<file path="config.mk">
export PLATFORM = sky130hd
export DESIGN_NAME = movproc
export DESIGN_NICKNAME = d
export VERILOG_FILES = /design/src/rtl/movproc_pkg.sv /design/src/rtl/movproc_acc.sv /design/src/rtl/movproc_mul.sv /design/src/rtl/movproc.sv
export SDC_FILE = /design/constraint.sdc
export NUM_CORES = 2
export LEC_CHECK = 0
export CAP_MARGIN = 20
export CORE_ASPECT_RATIO = 0.7
export CORE_MARGIN = 2
export CORE_UTILIZATION = 45
export DETAILED_ROUTE_END_ITERATION = 10
export DONT_BUFFER_PORTS = 1
export PLACE_DENSITY = 0.63
export SKIP_CTS_REPAIR_TIMING = 1
export SYNTH_ARGS = -nofsm -noshare
export SYNTH_HDL_FRONTEND = slang
export SYNTH_HIERARCHICAL = 1
export SYNTH_SLANG_ARGS = --single-unit
</file>
<file path="constraint.sdc">
create_clock -name clk -period 6.15 [get_ports clk]
set_input_delay 0.3075 -clock clk [delete_from_list [all_inputs] [get_ports clk]]
set_output_delay 0.3075 -clock clk [all_outputs]
set_load 0.01 [all_outputs]
</file>
<file path="src/rtl/movproc_pkg.sv">
package movproc_pkg;
    typedef enum logic [1:0] {
        ST_FETCH = 2'd0,
        ST_LOAD  = 2'd1,
        ST_STORE = 2'd2,
        ST_HALT  = 2'd3
    } st_e;

    // low-offset map inside each 256-word page
    localparam int OFF_ACC_IN  = 0;
    localparam int OFF_ACC_SUM = 4;
    localparam int OFF_MUL_IN  = 8;
    localparam int OFF_MUL_RES = 12;
    localparam int OFF_ACC_CLR = 16;
endpackage

</file>
<file path="src/rtl/movproc_acc.sv">
module movproc_acc #(
    parameter int DW = 16
) (
    input  logic          clk,
    input  logic          rst_n,
    input  logic          add_en,
    input  logic          clr_en,
    input  logic [DW-1:0] din,
    output logic [DW-1:0] sum
);
    logic [DW-1:0] sum_d, sum_q;

    always_comb begin
        sum_d = sum_q;
        if (clr_en)      sum_d = '0;
        else if (add_en) sum_d = sum_q + din;
    end

    always_ff @(posedge clk) begin
        if (!rst_n) sum_q <= '0;
        else        sum_q <= sum_d;
    end

    assign sum = sum_q;
endmodule

</file>
<file path="src/rtl/movproc_mul.sv">
module movproc_mul #(
    parameter int DW = 16
) (
    input  logic          clk,
    input  logic          rst_n,
    input  logic          wr_en,
    input  logic [DW-1:0] din,
    output logic [DW-1:0] res
);
    typedef struct packed {
        logic          phase;
        logic [DW-1:0] a;
        logic [DW-1:0] b;
        logic          go1;
        logic [DW-1:0] prod;
        logic          go2;
        logic [DW-1:0] res;
    } mul_s;

    mul_s d, q;

    always_comb begin
        d     = q;
        d.go1 = 1'b0;
        d.go2 = 1'b0;
        if (wr_en) begin
            if (!q.phase) begin
                d.a     = din;
                d.phase = 1'b1;
            end else begin
                d.b     = din;
                d.phase = 1'b0;
                d.go1   = 1'b1;
            end
        end
        if (q.go1) begin
            d.prod = q.a * q.b;
            d.go2  = 1'b1;
        end
        if (q.go2) d.res = q.prod;
    end

    always_ff @(posedge clk) begin
        if (!rst_n) q <= '0;
        else        q <= d;
    end

    assign res = q.res;
endmodule

</file>
<file path="src/rtl/movproc.sv">
module movproc
    import movproc_pkg::*;
#(
    parameter int AW      = 10,
    parameter int DW      = 16,
    parameter int IAW     = 8,
    parameter int PB      = 8,
    parameter int PC_ADDR = 64
) (
    input  logic            clk,
    input  logic            rst_n,
    output logic [IAW-1:0]  imem_addr,
    input  logic [2*AW-1:0] imem_rdata,
    output logic [AW-1:0]   dmem_addr,
    output logic            dmem_we,
    output logic [DW-1:0]   dmem_wdata,
    input  logic [DW-1:0]   dmem_rdata,
    output logic            done
);
    localparam int PGW   = AW - PB;
    localparam int NUNIT = 1 << PGW;
    localparam logic [AW-1:0] HALT_ADDR = {AW{1'b1}};
    localparam logic [AW-1:0] PC_A      = AW'(PC_ADDR);

    typedef struct packed {
        st_e            st;
        logic [IAW-1:0] pc;
        logic [AW-1:0]  src;
        logic [AW-1:0]  dst;
        logic           done;
    } core_s;

    core_s d, q;

    function automatic logic is_port(input logic [AW-1:0] a);
        logic [PB-1:0] o;
        o = a[PB-1:0];
        return (o == PB'(OFF_ACC_IN))  || (o == PB'(OFF_ACC_SUM)) ||
               (o == PB'(OFF_MUL_IN))  || (o == PB'(OFF_MUL_RES)) ||
               (o == PB'(OFF_ACC_CLR));
    endfunction

    logic [DW-1:0]    acc_sum [NUNIT];
    logic [DW-1:0]    mul_res [NUNIT];
    logic [NUNIT-1:0] acc_add, acc_clr, mul_wr;
    logic [DW-1:0]    mv_val;
    logic             store_act, dst_pc, dst_halt, dst_port;

    // value moved in the store cycle, taken before any unit updates
    always_comb begin
        mv_val = dmem_rdata;
        if (q.src == PC_A) begin
            mv_val = {{(DW-IAW){1'b0}}, q.pc};
        end else if (is_port(q.src)) begin
            mv_val = '0;
            for (int g = 0; g < NUNIT; g++) begin
                if (q.src[AW-1:PB] == PGW'(g)) begin
                    if (q.src[PB-1:0] == PB'(OFF_ACC_SUM)) mv_val = acc_sum[g];
                    if (q.src[PB-1:0] == PB'(OFF_MUL_RES)) mv_val = mul_res[g];
                end
            end
        end
    end

    assign store_act = (q.st == ST_STORE);
    assign dst_halt  = (q.dst == HALT_ADDR);
    assign dst_pc    = (q.dst == PC_A);
    assign dst_port  = is_port(q.dst);

    always_comb begin
        acc_add = '0;
        acc_clr = '0;
        mul_wr  = '0;
        for (int g = 0; g < NUNIT; g++) begin
            if (store_act && dst_port && q.dst[AW-1:PB] == PGW'(g)) begin
                acc_add[g] = (q.dst[PB-1:0] == PB'(OFF_ACC_IN));
                acc_clr[g] = (q.dst[PB-1:0] == PB'(OFF_ACC_CLR));
                mul_wr[g]  = (q.dst[PB-1:0] == PB'(OFF_MUL_IN));
            end
        end
    end

    always_comb begin
        d = q;
        unique case (q.st)
            ST_FETCH: d.st = ST_LOAD;
            ST_LOAD: begin
                d.src = imem_rdata[2*AW-1:AW];
                d.dst = imem_rdata[AW-1:0];
                d.st  = ST_STORE;
            end
            ST_STORE: begin
                if (dst_halt) begin
                    d.st   = ST_HALT;
                    d.done = 1'b1;
                end else begin
                    d.st = ST_FETCH;
                    d.pc = dst_pc ? mv_val[IAW-1:0] : q.pc + 1'b1;
                end
            end
            default: d.st = ST_HALT;
        endcase
    end

    always_ff @(posedge clk) begin
        if (!rst_n) q <= '{st: ST_FETCH, pc: '0, src: '0, dst: '0, done: 1'b0};
        else        q <= d;
    end

    generate
        for (genvar g = 0; g < NUNIT; g++) begin : g_unit
            movproc_acc #(.DW(DW)) u_acc (
                .clk(clk), .rst_n(rst_n), .add_en(acc_add[g]),
                .clr_en(acc_clr[g]), .din(mv_val), .sum(acc_sum[g])
            );
            movproc_mul #(.DW(DW)) u_mul (
                .clk(clk), .rst_n(rst_n), .wr_en(mul_wr[g]),
                .din(mv_val), .res(mul_res[g])
            );
        end
    endgenerate

    assign imem_addr  = q.pc;
    assign dmem_addr  = (q.st == ST_LOAD)  ? imem_rdata[2*AW-1:AW] :
                        (q.st == ST_STORE) ? q.dst : '0;
    assign dmem_we    = store_act && !dst_halt && !dst_pc && !dst_port;
    assign dmem_wdata = mv_val;
    assign done       = q.done;
endmodule

</file>
==> results.json <==
{
  "rsz0062_at_grt": "false",
  "boundaryPins": 74,
  "synth_area_per_cell_sq_um": 8.71,
  "critPathMaxFanout": 15,
  "worst_path_most_repeated_cell": "fa_1",
  "rows": 83,
  "die_area_sq_um": 76700,
  "global_route.usage.total_pct": 24.1,
  "hold_violations": 0,
  "p_leak_nw": 15.1,
  "vias_per_cell": 5.40,
  "ant_nets": 0,
  "syn_to_final_growth_pct": 5.61,
  "ys_ff_latch": 363,
  "criticalPathCategory": "flop to flop",
  "cap_violations": 0,
  "synthCells": 3850,
  "netlist_top_cells_count": "nand2_1, inv_1, dfxtp_1, fa_1, ha_1",
  "mappedNetlistArea_sq_um": 33500,
  "critPathMaxStageDelay_ns": 0.81,
  "die_w_um": 330,
  "cts_tree": "yes",
  "grt_pass1_vias": 24400,
  "async_flop_share_pct": 0,
  "power.density_nw_per_um2": 162,
  "insertion_delay_ns": 0.57,
  "port_buffers": 0,
  "total_power_w": 0.00573,
  "ys_warn_count": 6,
  "start_util_pct": 45.6,
  "antenna_found_initial": 4,
  "cts_made_buffers": 39,
  "multi_input_area_sq_um": 23100,
  "synth_enable_flop_cells": 0,
  "fin_skew_ns": 0.0410,
  "worstSetupStartpointType": "flop",
  "crit_required_ns": 6.57,
  "ys_types": 83,
  "die_h_um": 232,
  "synth_flop_cell": "dfxtp_1",
  "worst_slew_pin_slew_ns": 1.06,
  "peakVddDrop_uv": 194,
  "setup_viol": 0,
  "yosys.area.top_type_share_pct": 21.7,
  "nFillCells": 7087,
  "first_pass_iters": 5,
  "slew_headroom_pct": 29.3,
  "root_buffer": "clkbuf_16",
  "design_area_sq_um": 35400,
  "cts.clk_slew.worst_paths_ns": 0.06,
  "crit_chain": "nand2_1 > fa_1 > fa_1 > inv_1 > ha_1 > fa_1 > fa_1 > inv_1 > fa_1 > inv_1 > ha_1 > nor3_1 > o21ai_0 > a31o_2 > a21o_1 > a21oi_1 > xor2_1 > o21ai_0",
  "overflow": 0,
  "setup_tns_ns": 0,
  "synth_nets": 4469,
  "post-synth-top-count-cell": "nand2_1",
  "slew_viol_final": 0,
  "fmax_mhz": 180,
  "clockBufferDepth": 3,
  "ys_top_cells_by_area": "dfxtp_1, fa_1, ha_1",
  "r2r_start": "g_unit[1].u_mul/q[52]$_SDFFE_PN0P_",
  "slowest_stage": "dfxtp_1",
  "dpl_cell_area_sq_um": 33800,
  "dr.first_iter.drc_count": 2263,
  "final-seq-area_sq_um": 7270,
  "coreArea_sq_um": 73500,
  "grt_start_max_net_pins": 70,
  "hold_path_class": "primary input to flop",
  "layout-drive-gt1-share_pct": 5.51,
  "end_kind": "flop",
  "ys_seq_area_share_pct": 21.7,
  "fin_nets": 4311,
  "min_from": "rst_n",
  "drc": 0,
  "crit_arrival_ns": 5.96,
  "fin_crit_sh_pct": 90.1,
  "outcome": "complete, no violations",
  "dr_total_vias": 25400,
  "routedWlPerCell_um": 19.5,
  "clock-sinks": 363,
  "period_needed_ns": 5.54,
  "crit_start": "g_unit[1].u_mul/q[52]$_SDFFE_PN0P_",
  "routed_wl_um": 91800,
  "dp_hpwl_um": 68600,
  "h-tree-depth": 2,
  "yosysTopAreaCell": "dfxtp_1",
  "gp_congestion": 0.888,
  "grt_first_pass_wirelength_um": 144000
}
-- flip-flops by register name, indices dropped and copies added (netlist names) --
register          count
g_unit.u_acc/sum     64
imem_addr             8
done                  1
g_unit.u_mul/res     64
g_unit.u_mul/q      204
q                    22
-- metal layers --
| layer | track usage (%) | vias to the layer above | share of wire, % |
|---|---|---|---|
| met5 | 0 | - | 0 |
| met4 | 5.35 | 0 | 2.0 |
| li1 | - | 12100 | - |
| met2 | 33.0 | 848 | 40 |
| met3 | 5.29 | 94 | 8.7 |
| met1 | 37.8 | 12300 | 50 |
-- worst paths after layout --
| kind | to | slack (ns) | cells past startpoint |
|---|---|---|---|
| max | g_unit[1].u_mul/q[30]$_SDFFE_PN0P_ | 0.61 | 18 |
| min | imem_addr[4]$_SDFFE_PN0P_ | 0.04 | 4 |
| max reg2reg | g_unit[1].u_mul/q[30]$_SDFFE_PN0P_ | 0.61 | 18 |
| min reg2reg | g_unit[2].u_mul/q[65]$_SDFFE_PN0P_ | 0.46 | 2 |
-- layout make-up --
type / count / area share, %
clock inverters: 12 / 0.717
flip-flops and latches: 363 / 20.5
inverters: 490 / 5.19
well taps: 977 / 3.45
clock buffers: 56 / 3.14
repair buffers: 73 / 1.79
diodes: 2 / 0.0141
multi-input cells: 2725 / 65.2
-- layout by cell type (no fill, tap or decap), types with 42 or more instances in the layout --
| cell type | instances |
|---|---|
| a21o_1 | 42 |
| a21oi_1 | 160 |
| a22o_1 | 65 |
| and2_1 | 241 |
| buf_4 | 48 |
| dfxtp_1 | 362 |
| fa_1 | 324 |
| ha_1 | 257 |
| inv_1 | 489 |
| mux2i_1 | 147 |
| nand2_1 | 542 |
| nand3_1 | 48 |
| nor2_1 | 207 |
| o21ai_0 | 63 |
| xnor2_1 | 113 |
| xor2_1 | 58 |
-- metrics by stage --
stage	utilization, %	hold slack, ns	cells	setup slack, ns
2_1_floorplan	-	0.433	3850	1.01
3_3_place_gp	45.9	0.445	4602	0.692
3_5_place_dp	45.9	0.448	4603	0.702
4_1_cts	47.8	-0.145	4671	0.667
5_1_grt	48.2	0.0227	4698	0.326
6_report	48.2	0.0383	4698	0.608
-- logic make-up after synthesis --
family	after synthesis	share of synthesized area, %
buf+inv	762	9.64
mux	175	6.08
compound gates	544	11.0
xor+xnor	183	5.12
flops	363	21.7
simple gates	1242	17.5
fa+ha+maj	581	28.9
-- critical path: cells and delay by family, from the launching register on --
kind	cells	cell delay [ns]
AO/OA/AOI/OAI	5	0.93
XOR/XNOR	1	0.23
adder cells (fa/ha/maj)	7	2.84
buffers and inverters	3	0.15
flip-flops	1	0.81
AND/OR/NAND/NOR	2	0.44
-- where the power goes --
| part | internal (W) | switching (W) |
|---|---|---|
| clock network | 0.00155 | 0.00102 |
| registers | 0.00237 | 0.0000273 |
| logic | 0.000208 | 0.000548 |
| total | 0.00413 | 0.00160 |
Power figures use the tool's default switching activity.
